[config.mk]
export PLATFORM = sky130hd
export DESIGN_NAME = fir_dec_bypass
export DESIGN_NICKNAME = d
export VERILOG_FILES = /design/src/rtl/fir_dec_pkg.sv /design/src/rtl/fir_dec_taps.sv /design/src/rtl/fir_dec_mac.sv /design/src/rtl/fir_dec_quant.sv /design/src/rtl/fir_dec_bypass.sv
export SDC_FILE = /design/constraint.sdc
export NUM_CORES = 1
export LEC_CHECK = 0
export BUFFER_PORTS_ARGS = -buffer_cell sky130_fd_sc_hd__buf_2
export CORE_MARGIN = 4
export CORE_UTILIZATION = 35
export CTS_CLUSTER_DIAMETER = 30
export DETAILED_ROUTE_END_ITERATION = 6
export HOLD_SLACK_MARGIN = 0.15
export SETUP_SLACK_MARGIN = 0.1
export SYNTH_ARGS = -nofsm -noshare
export SYNTH_HDL_FRONTEND = slang
export SYNTH_SLANG_ARGS = --single-unit
[constraint.sdc]
create_clock -name clk -period 23.8 [get_ports clk]
set_input_delay 1.19 -clock clk [delete_from_list [all_inputs] [get_ports clk]]
set_output_delay 1.19 -clock clk [all_outputs]
set_load 0.02 [all_outputs]
[src/rtl/fir_dec_pkg.sv]
`timescale 1ns/1ps
package fir_dec_pkg;

   // Accumulator width: full product plus growth for the tap count and a guard bit.
   function automatic int acc_width(input int data_w, input int coef_w, input int ntaps);
      return data_w + coef_w + $clog2(ntaps > 1 ? ntaps : 2) + 1;
   endfunction

   // Width of a phase counter that runs over 0..rate-1.
   function automatic int phase_width(input int rate);
      return (rate > 1) ? $clog2(rate) : 1;
   endfunction

endpackage

[src/rtl/fir_dec_taps.sv]
`timescale 1ns/1ps
module fir_dec_taps #(
   parameter int DATA_W = 16,
   parameter int NTAPS  = 8
) (
   input  logic                     clk,
   input  logic                     rst_n,
   input  logic                     adv,
   input  logic signed [DATA_W-1:0] din,
   output logic signed [DATA_W-1:0] win [NTAPS]
);

   assign win[0] = din;

   if (NTAPS > 1) begin : g_line
      logic signed [DATA_W-1:0] hist [NTAPS-1];

      always_ff @(posedge clk) begin
         if (!rst_n) begin
            for (int k = 0; k < NTAPS-1; k++) hist[k] <= '0;
         end else if (adv) begin
            hist[0] <= din;
            for (int k = 1; k < NTAPS-1; k++) hist[k] <= hist[k-1];
         end
      end

      for (genvar k = 1; k < NTAPS; k++) begin : g_win
         assign win[k] = hist[k-1];
      end
   end else begin : g_single
      logic unused_ok;
      assign unused_ok = &{1'b0, clk, rst_n, adv};
   end

endmodule

[src/rtl/fir_dec_mac.sv]
`timescale 1ns/1ps
module fir_dec_mac #(
   parameter int DATA_W = 16,
   parameter int COEF_W = 16,
   parameter int NTAPS  = 8,
   parameter int ACC_W  = 36,
   parameter logic signed [COEF_W-1:0] COEFS [NTAPS] = '{default: '0}
) (
   input  logic signed [DATA_W-1:0] win [NTAPS],
   output logic signed [ACC_W-1:0]  acc
);

   localparam int PW = DATA_W + COEF_W;

   logic signed [PW-1:0] prods [NTAPS];

   for (genvar k = 0; k < NTAPS; k++) begin : g_mul
      assign prods[k] = PW'(win[k]) * PW'(COEFS[k]);
   end

   always_comb begin
      acc = '0;
      for (int k = 0; k < NTAPS; k++) acc = acc + ACC_W'(prods[k]);
   end

endmodule

[src/rtl/fir_dec_quant.sv]
`timescale 1ns/1ps
module fir_dec_quant #(
   parameter int ACC_W     = 36,
   parameter int DATA_W    = 16,
   parameter int DROP_BITS = 15
) (
   input  logic signed [ACC_W-1:0]  acc,
   output logic signed [DATA_W-1:0] q
);

   localparam int MW = ACC_W + 1;
   localparam logic [MW-1:0] HALF_M1 = (MW'(1) << (DROP_BITS-1)) - MW'(1);
   localparam logic [MW-1:0] LIM_P   = (MW'(1) << (DATA_W-1)) - MW'(1);
   localparam logic [MW-1:0] LIM_N   = MW'(1) << (DATA_W-1);

   logic                 neg;
   logic signed [MW-1:0] wide;
   logic [MW-1:0]        mag, rnd, nrnd;

   always_comb begin
      neg  = acc[ACC_W-1];
      wide = MW'(acc);
      mag  = neg ? unsigned'(-wide) : unsigned'(wide);
      rnd  = (mag + HALF_M1) >> DROP_BITS;
      nrnd = -rnd;
      if (!neg) q = (rnd > LIM_P) ? {1'b0, {(DATA_W-1){1'b1}}} : rnd[DATA_W-1:0];
      else      q = (rnd > LIM_N) ? {1'b1, {(DATA_W-1){1'b0}}} : nrnd[DATA_W-1:0];
   end

endmodule

[src/rtl/fir_dec_bypass.sv]
`timescale 1ns/1ps
module fir_dec_bypass
   import fir_dec_pkg::*;
#(
   parameter int DATA_W    = 16,
   parameter int COEF_W    = 16,
   parameter int NTAPS     = 8,
   parameter int RATE      = 4,
   parameter int DROP_BITS = 15,
   parameter logic signed [COEF_W-1:0] COEFS [NTAPS] =
      '{16'sd2048, -16'sd3072, 16'sd8192, 16'sd16384,
        16'sd16384, 16'sd8192, -16'sd3072, 16'sd2048}
) (
   input  logic              clk,
   input  logic              rst_n,
   input  logic              active,
   input  logic              in_valid,
   input  logic              in_enable,
   input  logic [DATA_W-1:0] in_data,
   output logic              out_valid,
   output logic              out_enable,
   output logic [DATA_W-1:0] out_data
);

   localparam int ACC_W = acc_width(DATA_W, COEF_W, NTAPS);
   localparam int PH_W  = phase_width(RATE);
   localparam logic [PH_W-1:0] PH_LAST = PH_W'(RATE - 1);

   if (RATE < 2)                    begin : g_bad_rate  $error("RATE must be at least 2");  end
   if (NTAPS < 1)                   begin : g_bad_taps  $error("NTAPS must be at least 1"); end
   if (DROP_BITS < 1)               begin : g_bad_drop  $error("DROP_BITS must be at least 1"); end
   if (ACC_W - DROP_BITS < DATA_W)  begin : g_bad_width $error("accumulator too narrow for output"); end

   logic signed [DATA_W-1:0] sample;
   logic signed [DATA_W-1:0] win [NTAPS];
   logic signed [ACC_W-1:0]  acc;
   logic signed [DATA_W-1:0] qdata;
   logic [PH_W-1:0]          phase;
   logic                     f_valid;
   logic [DATA_W-1:0]        f_data;

   assign sample = signed'(in_data);

   fir_dec_taps #(.DATA_W(DATA_W), .NTAPS(NTAPS)) u_taps (
      .clk(clk), .rst_n(rst_n), .adv(in_valid), .din(sample), .win(win)
   );

   fir_dec_mac #(.DATA_W(DATA_W), .COEF_W(COEF_W), .NTAPS(NTAPS),
                 .ACC_W(ACC_W), .COEFS(COEFS)) u_mac (
      .win(win), .acc(acc)
   );

   fir_dec_quant #(.ACC_W(ACC_W), .DATA_W(DATA_W), .DROP_BITS(DROP_BITS)) u_quant (
      .acc(acc), .q(qdata)
   );

   // Decimation phase: advances on accepted samples only.
   always_ff @(posedge clk) begin
      if (!rst_n)        phase <= '0;
      else if (in_valid) phase <= (phase == PH_LAST) ? '0 : phase + PH_W'(1);
   end

   // Filtered result register: loads on the last sample of each group.
   always_ff @(posedge clk) begin
      if (!rst_n) begin
         f_valid <= 1'b0;
         f_data  <= '0;
      end else begin
         f_valid <= in_valid && (phase == PH_LAST);
         if (in_valid && (phase == PH_LAST)) f_data <= unsigned'(qdata);
      end
   end

   // Stream select: valid, enable and data switch together.
   always_comb begin
      out_enable = in_enable;
      if (active) begin
         out_valid = f_valid;
         out_data  = f_data;
      end else begin
         out_valid = in_valid;
         out_data  = in_data;
      end
   end

endmodule

==> results of run 1 <==
## worst reg2reg max path: cells and delay by family (launching register included)
kind,cells,cell delay (ns)
DFF,1,0.41
xor gates and xnor gates,2,0.25
adders and majority gates,10,3.86
AOI/OAI and AO/OA,18,4.84
and+or+nand+nor,8,2.62
buffers and inverters,4,0.23
## state kept, by name, indices dropped and copies added (netlist names)
name and count:
phase 2, f_data 16, u_taps.g_line.hist 112, f_valid 1
## final cells by class
cell class / count / area [µm²] / area share, %
multi-input cells: 981 / 8580 / 59.1
flip-flops and latches: 131 / 3740 / 25.8
inverters: 208 / 781 / 5.38
well taps: 511 / 639 / 4.40
clock buffers: 17 / 425 / 2.93
repair buffers: 40 / 213 / 1.46
clock inverters: 15 / 143 / 0.982
## cell families (layout without fill, tap and decap cells)
logic type / count (synthesis) / count (layout) / synth area share (%)
buffers and inverters: 264 / 280 / 7.73
DFF: 131 / 131 / 28.1
xor gates and xnor gates: 89 / 89 / 5.95
and+or+nand+nor: 352 / 352 / 14.8
AOI/OAI and AO/OA: 288 / 288 / 14.9
adders and majority gates: 231 / 231 / 26.9
muxes: 21 / 21 / 1.69
## worst max path at each step
stage	cells after the start	startpoint	end	slack, ns
floorplan	47	u_taps.g_line.hist[0][1]	f_data[14]	13.53
global placement	42	u_taps.g_line.hist[0][1]	f_data[10]	11.97
detailed placement	42	u_taps.g_line.hist[0][1]	f_data[10]	11.66
CTS	42	u_taps.g_line.hist[0][1]	f_data[10]	11.60
global route	42	u_taps.g_line.hist[0][1]	f_data[10]	10.69
finish	42	u_taps.g_line.hist[0][1]	f_data[10]	11.50
## cell usage after synthesis (7+ instances only)
| library cell | instances |
|---|---|
| a211oi_1 | 15 |
| a21boi_0 | 7 |
| a21o_1 | 23 |
| a21oi_1 | 63 |
| a31oi_1 | 13 |
| and2_1 | 21 |
| and3_1 | 109 |
| clkbuf_1 | 43 |
| dfxtp_1 | 19 |
| edfxtp_1 | 112 |
| fa_1 | 93 |
| ha_1 | 138 |
| inv_1 | 208 |
| mux2_2 | 12 |
| mux2i_1 | 9 |
| nand2_1 | 43 |
| nand2b_1 | 10 |
| nand3_1 | 22 |
| nand4_1 | 11 |
| nor2_1 | 59 |
| nor2b_1 | 9 |
| nor3_1 | 24 |
| nor4_1 | 8 |
| o211ai_1 | 7 |
| o21ai_0 | 63 |
| o21bai_1 | 21 |
| o31ai_1 | 8 |
| or2_2 | 7 |
| xnor2_1 | 72 |
| xor2_1 | 15 |
## per-stage QoR
stage | hold slack, ns | utilization [%] | cells | area (µm²) | setup slack [ns]
6_report | 0.500 | 38.6 | 1903 | 14500 | 11.50
2_1_floorplan | 0.441 | - | 1376 | 13300 | 13.53
3_3_place_gp | 0.478 | 37.0 | 1871 | 14000 | 11.97
4_1_cts | 0.502 | 38.6 | 1903 | 14500 | 11.60
3_5_place_dp | 0.492 | 37.0 | 1871 | 14000 | 11.66
5_1_grt | 0.536 | 38.6 | 1903 | 14500 | 10.69
## routing by layer
metal	vias up	global-route usage, %	share of wire (%)
met5	-	0	0
met3	44	2.37	3.7
met2	220	25.3	45
met1	4813	23.0	49
met4	0	4.19	2.2
li1	4842	-	-
==> run metrics, run 1 <==
detailed-route wire length=32500 µm; Async S/R FF share, synth=0%; Least-Margin Pin Slew=approximately 1.0 ns; Chip Height=about 200 µm; die area=41300 µm²; area delta synth->final=8.81%; critical path class=reg2reg; layout cells sized above 1=under 10%; Hold Startpoint=f_data[15]; Overall Global Routing Usage=roughly 16%; setup violators final=0; Remaining Overflow, GRT=0; Synth cell types=85; clk_lat worst skew=around 0.43 ns; sequential area share after synthesis=about 28%; commonest cells after routing, fill and taps aside=inv_1, ha_1, edfxtp_1, and3_1, fa_1; critical path's top delay family=compound AO/OA/AOI/OAI gates; outcome=complete, no violations; clk slew on worst S/H paths=roughly 0.070 ns; clk sinks=approximately 130; CTS Hold Bufs=0; via count=approximately 9.9k; r2r setup slk=roughly 12 ns; ANT cells=0; vias in the first global route=between 10k and 15k; FILL cells=3781; worst hold path endpoint=f_data[15]; min cycle time layout=~12 ns; largest net degree at the start of global routing=~100; worst r2r src=u_taps.g_line.hist[0][1]; dpl hpwl=25300 µm; Synth Flop Type=edfxtp_1; CTS Buffer Depth=2; drt initial violations=~530; Yosys top cell area share=between 20% and 30%; buffers added on ports=36; Synth area leaders=edfxtp_1, fa_1, ha_1, inv_1, and3_1; Layout Nets=1631; total CTS buffers=17; Final Hold Vio Count=0; Worst Setup Start Kind=flip-flop; DR pass1 iterations=5; Via-to-Cell Ratio=about 5.2; first-pass GRT wire length=53200 µm; R2R Path End=f_data[10]; CTS tree=built; Tightest Hold Check Type=reg2reg; RSZ-0062 raised after global routing=no; Ys Warns=0; Post-Syn Area per Cell=about 9.7 µm²; Worst EP arrival=12.64 ns; worst hold stages=2; starting density of the core=35.4%; # rows=71; EDFF count, synth=between 100 and 150; Core Footprint=about 38000 µm²; mapped cell area=~13000 µm²; Buf+Inv Stages, Crit Path=4; Setup Fix Bufs, Post-CTS=0; worst path required time=24.15 ns; Worst Reg-to-Reg Cells=42; max_slew headroom=between 30% and 40%; # IOs=39; crit share post-route=between 50% and 60%; Final ANT Viol Nets=0; Root Driver=clkbuf_16; Max Cap Viol=0; post_cts resized=0; most common cell after layout, fill and taps aside=inv_1; Largest stage delay, worst path=0.81 ns; slowest CP cell=a211oi_2; synthesized flop and latch total=between 100 and 150; CP endpoint kind=flip-flop; Fmax achieved=81.3 MHz; critical-path maximum fanout=15; Max Transition Viols Final=0; Gate Count Post-Synth=around 1.4k; Syn Nets=~1.6k; Die Wd=approximately 200 µm; Wirelength per Cell=17.1 µm; area leader, netlist=edfxtp_1; gpl congestion=0.912; # DRC=0; clk_skew=about 0.015 ns; TNS Setup=0 ns; antenna violations before repair=0; H-tree depth=4
Power of run 1 is not shown: default switching activity piles up to over one toggle a cycle in this logic, so the estimate is an artifact.
==> run 2, diff against run 1 <==
--- a/config.mk
+++ b/config.mk
@@ -5,6 +5,7 @@
 export SDC_FILE = /design/constraint.sdc
 export NUM_CORES = 1
 export LEC_CHECK = 0
+export ABC_AREA = 1
 export BUFFER_PORTS_ARGS = -buffer_cell sky130_fd_sc_hd__buf_2
 export CORE_MARGIN = 4
 export CORE_UTILIZATION = 35
==> constraint.sdc (replaced) <==
create_clock -name clk -period 11.7 [get_ports clk]
set_input_delay 0.585 -clock clk [delete_from_list [all_inputs] [get_ports clk]]
set_output_delay 0.585 -clock clk [all_outputs]
set_load 0.02 [all_outputs]
==> run 2 against run 1 <==
Compared with the run above:
- worst hold slack worse by 0.044 ns
- clock-buffer cell count is 7 higher
- critical path depth is 11 higher
==> run metrics, run 2 <==
Max Cap Viol=0; CTS tree=built; first-pass GRT wire length=~53000 µm; Post-Syn Area per Cell=roughly 7.9 µm²; Max Transition Viols Final=0; top cells by count, synth=inv_1, nand2_1, nor2_1; EDFF count, synth=~110; CP endpoint kind=flip-flop; Yosys top cell area share=25.4%; Async S/R FF share, synth=0%; Setup Fix Bufs, Post-CTS=0; Worst EP arrival=10.96 ns; Chip Height=slightly above 200 µm; die area=a little over 40000 µm²; Routed met2 length=between 10000 and 15000 µm; Final ANT Viol Nets=0; Post-Layout Cell Count=~2.2k; biggest regs=u_taps.g_line.hist (112), f_data (16), phase (2); CTS Hold Bufs=0; crit share post-route=91.0%; max_slew headroom=about 25%; routed wl met3=~1100 µm; drt initial violations=662; Gate Count Post-Synth=between 1.5k and 2k; dpl hpwl=about 25000 µm; Largest Register=u_taps.g_line.hist; total CTS buffers=17; buffers added on ports=36; commonest cells after routing, fill and taps aside=inv_1, nand2_1, nor2_1, ha_1, edfxtp_1; min cycle time layout=about 11 ns; Wirelength per Cell=approximately 14 µm; sequential area share after synthesis=roughly 28%; # IOs=39; synthesized flop and latch total=131; Synth Flop Type=edfxtp_1; clk_lat worst skew=0.44 ns; area delta synth->final=10.1%; Worst Setup Start Kind=flip-flop; critical path class=reg2reg; vias in the first global route=10.5k; max reg flops=112; cell with the most instances on the worst path=nor2_1; Overall Global Routing Usage=15.9%; # rows=~70; CTS Buffer Depth=2; clk sinks=approximately 130; via count=10.4k; ANT cells=0; Synth cell types=43; Syn Nets=1920; area leader, netlist=edfxtp_1; DR pass1 iterations=5; clk_skew=0.00951 ns; RSZ-0062 raised after global routing=no; mapped cell area=13300 µm²; Ys Warns=0; Met1 Wirelength=14800 µm; Least-Margin Pin Slew=~1.1 ns; outcome=complete, no violations; clk slew on worst S/H paths=approximately 0.060 ns; setup violators final=0; worst path required time=12.01 ns; most common cell in the synthesized netlist=inv_1; Max Used Layer=met4; Layout Nets=between 1.5k and 2k; H-tree depth=4; layout cells sized above 1=~8.0%; Largest stage delay, worst path=0.55 ns; most common cell after layout, fill and taps aside=inv_1; gpl congestion=around 0.86; Core Footprint=~37000 µm²; Die Wd=203 µm; slowest CP cell=fa_1; largest net degree at the start of global routing=98; post_cts resized=0; Tightest Hold Check Type=in2reg; Fmax achieved=approximately 94 MHz; critical-path maximum fanout=49; Final Hold Vio Count=0; Root Driver=clkbuf_16; antenna violations before repair=0; TNS Setup=0 ns; Via-to-Cell Ratio=between 4 and 5; Synth area leaders=edfxtp_1, fa_1, ha_1, inv_1, nand2_1; detailed-route wire length=around 31000 µm; # DRC=0; starting density of the core=a little over a third; Remaining Overflow, GRT=0; placed cell count=between 2k and 2.5k
[run 2: layout make-up]
cell class,instances,area (µm²)
fillers,3903,22900
multi-input cells,1114,7900
flip-flops and latches,131,3740
inverters,396,1490
well taps,511,639
clock buffers,24,569
repair buffers,38,195
clock inverters,8,53.8
[run 2: worst max-delay path: cells and delay by family (launching register included)]
family | cells | cell delay [ns]
AOI/OAI and AO/OA | 10 | 2.09
buffers and inverters | 8 | 0.72
xor gates and xnor gates | 2 | 0.55
adders and majority gates | 10 | 3.87
DFF | 1 | 0.39
and+or+nand+nor | 23 | 2.86
[run 2: final timing paths]
kind / startpoint / endpoint / slack, ns / cells past startpoint
worst min-delay path: in_valid / phase[1] / 0.46 / 3
worst max register to register: u_taps.g_line.hist[0][1] / f_data[13] / 1.06 / 53
worst min register to register: f_data[0] / f_data[0] / 0.47 / 2
worst max-delay path: u_taps.g_line.hist[0][1] / f_data[13] / 1.06 / 53
[run 2: cells by family after synthesis]
| logic type | Yosys count | synth area share (%) |
|---|---|---|
| adder cells (fa/ha/maj) | 231 | 27.1 |
| buffers and inverters | 423 | 12.3 |
| AND/OR/NAND/NOR | 670 | 22.2 |
| XOR/XNOR | 54 | 3.57 |
| flip-flops | 131 | 28.2 |
| AO/OA/AOI/OAI | 159 | 6.64 |
[run 2: metal layers]
metal | track usage [%] | vias to the layer above
li1 | - | 5268
met1 | 21.8 | 4930
met2 | 26.9 | 207
met3 | 1.90 | 37
met4 | 3.93 | 0
met5 | 0 | -
[run 2: through the flow]
| stage | hold slack (ns) | util, % | worst slack [ns] | cell area [µm²] |
|---|---|---|---|---|
| after floorplan | 0.443 | - | 2.73 | 13300 |
| after global placement | 0.455 | 37.2 | 1.13 | 14000 |
| after detailed placement | 0.464 | 37.2 | 0.964 | 14000 |
| after CTS | 0.431 | 38.9 | 0.912 | 14600 |
| after global routing | 0.474 | 38.9 | 0.187 | 14600 |
| final | 0.456 | 38.9 | 1.06 | 14600 |
Power of run 2 is left out for the same reason.
==> run 3, diff against run 2 <==
--- a/config.mk
+++ b/config.mk
@@ -15,4 +15,5 @@
 export SETUP_SLACK_MARGIN = 0.1
 export SYNTH_ARGS = -nofsm -noshare
 export SYNTH_HDL_FRONTEND = slang
+export SYNTH_HIERARCHICAL = 1
 export SYNTH_SLANG_ARGS = --single-unit
==> run 3 against run 2 <==
Compared with the run above:
- critical path type unchanged
- non-clock buffer count rose by 1
- flip-flop and latch count unchanged
- worst hold slack better by 0.027 ns
- register-to-register slack better by 0.12 ns
==> run metrics, run 3 <==
area delta synth->final=6.48%; largest family of logic cells by synthesized area=simple AND/OR/NAND/NOR gates; buffers added on ports=36; Largest stage delay, worst path=about 0.55 ns; CTS Buffer Depth=2; clk_skew=between 0.009 and 0.01 ns; clk sinks=between 100 and 150; commonest cells after routing, fill and taps aside=nand2_1, inv_1, nor2_1, nand3_1, ha_1; Yosys top cell area share=between 20% and 30%; Synth Flop Type=edfxtp_1; FILL cells=4939; total CTS buffers=17; Core Footprint=roughly 47000 µm²; area of the multi-input gates=approximately 10000 µm²; most common cell in the synthesized netlist=nand2_1; first-pass GRT wire length=approximately 70000 µm; max reg flops=112; clk slew on worst S/H paths=approximately 0.070 ns; CTS tree=built; starting density of the core=between 30 and 40%; top cells by count, synth=nand2_1, inv_1, nor2_1; Layout Nets=2578; Worst EP arrival=approximately 11 ns; biggest regs=u_taps/g_line.hist (112), f_data (16), phase (2); Via-to-Cell Ratio=4.75; largest net degree at the start of global routing=75; Adder-Cell Fraction of Synth Area=roughly 22%; Compound-Gate Fraction of Synth Area=under 10%; vias in the first global route=13.8k; Post-Syn Area per Cell=approximately 7.2 µm²; layout cells sized above 1=around 9.8%; Final ANT Viol Nets=0; mapped cell area=16600 µm²; max_slew headroom=about a third; detailed-route wire length=roughly 42000 µm; Max Transition Viols Final=0; # IOs=39; Die Wd=226 µm; CP endpoint kind=flip-flop; min cycle time layout=10.52 ns; Worst Reg-to-Reg Cells=60; Root Driver=clkbuf_16; Async S/R FF share, synth=0%; Max Cap Viol=0; sequential area share after synthesis=22.5%; EDFF count, synth=about 110; Synth cell types=between 50 and 60; # DRC=0; R2R Path End=f_data[14]; drt initial violations=867; Largest Register=u_taps/g_line.hist; die area=just over 50000 µm²; gpl congestion=0.946; Fmax achieved=95.1 MHz; worst hold path endpoint=f_data[13]; Synth area leaders=edfxtp_1, nand2_1, inv_1, fa_1, ha_1; slowest CP cell=fa_1; setup violators final=0; Final Hold Vio Count=0; post_cts resized=0; via count=roughly 14k; TNS Setup=0 ns; critical-path maximum fanout=40; ANT cells=0; worst path required time=12.09 ns; worst hold stages=2; Worst Setup Start Kind=flip-flop; DR pass1 iterations=5; synthesized flop and latch total=131; Wirelength per Cell=around 14 µm; dpl hpwl=34900 µm; Hold Startpoint=f_data[13]; Ys Warns=6; RSZ-0062 raised after global routing=no; CTS Hold Bufs=0; Overall Global Routing Usage=between 10% and 20%; post-synthesis simple-gate area fraction=32.0%; area leader, netlist=edfxtp_1; antenna violations before repair=0; Reg area=about 3700 µm²; Chip Height=226 µm; cell with the most instances on the worst path=nand2_1; Setup Fix Bufs, Post-CTS=0; Gate Count Post-Synth=between 2k and 2.5k; crit share post-route=~90%; critical path class=reg2reg; xor/xnor cell area share of the yosys netlist=between 2 and 3%; Least-Margin Pin Slew=slightly above 1 ns; H-tree depth=4; worst r2r src=u_taps/g_line.hist[0][81]; most common cell after layout, fill and taps aside=nand2_1; outcome=complete, no violations; r2r setup slk=~1.2 ns; # rows=79; Tightest Hold Check Type=reg2reg; mux share of post-synthesis cell area=0%; Remaining Overflow, GRT=0; clk_lat worst skew=0.45 ns
## run 3: routing by layer
| layer | routed length [µm] | global-route usage [%] | up-vias |
|---|---|---|---|
| li1 | - | - | 7116 |
| met1 | 19800 | 22.7 | 6497 |
| met2 | 20300 | 28.8 | 268 |
| met3 | 1250 | 1.60 | 64 |
| met4 | 1000 | 5.33 | 0 |
| met5 | 0 | 0 | - |
## run 3: logic make-up after synthesis
kind of cell | after synthesis
and+or+nand+nor | 1138
other | 1
AOI/OAI and AO/OA | 143
buffers and inverters | 613
DFF | 131
adders and majority gates | 239
xor gates and xnor gates | 51
## run 3: cell type report
| cell class | count | area share, % |
|---|---|---|
| clock buffer | 21 | 2.79 |
| clock inverter | 11 | 0.481 |
| inverter | 548 | 11.6 |
| multi-input combinational | 1581 | 58.5 |
| sequential | 131 | 21.2 |
| tap | 607 | 4.29 |
| timing repair buffer | 39 | 1.15 |
## run 3: worst max-delay path by stage
stage,to,slack [ns],startpoint
global route,f_data[6],0.22,u_taps/g_line.hist[0][81]
floorplan,f_data[3],3.02,u_taps/g_line.hist[0][81]
finish,f_data[14],1.18,u_taps/g_line.hist[0][81]
CTS,f_data[14],1.15,u_taps/g_line.hist[0][81]
detailed placement,f_data[14],1.18,u_taps/g_line.hist[0][81]
global placement,f_data[14],1.24,u_taps/g_line.hist[0][81]
## run 3: through the flow
stage	util (%)	instance area, µm²	worst slack (ns)	hold slack (ns)	std cells
after global routing	37.8	17700	0.217	0.502	2938
after detailed placement	36.6	17100	1.18	0.471	2906
after floorplan	-	16600	3.02	0.447	2325
final	37.8	17700	1.18	0.482	2938
after CTS	37.8	17700	1.15	0.470	2938
after global placement	36.6	17100	1.24	0.461	2906
## run 3: worst max-delay path, delay by kind of cell, from the launching register on
kind,cells,cell delay [ns]
AO/OA/AOI/OAI,4,0.85
flip-flops,1,0.41
AND/OR/NAND/NOR,34,3.87
buffers and inverters,10,1.00
adder cells (fa/ha/maj),11,4.04
XOR/XNOR,1,0.23
Power of run 3 is left out for the same reason.
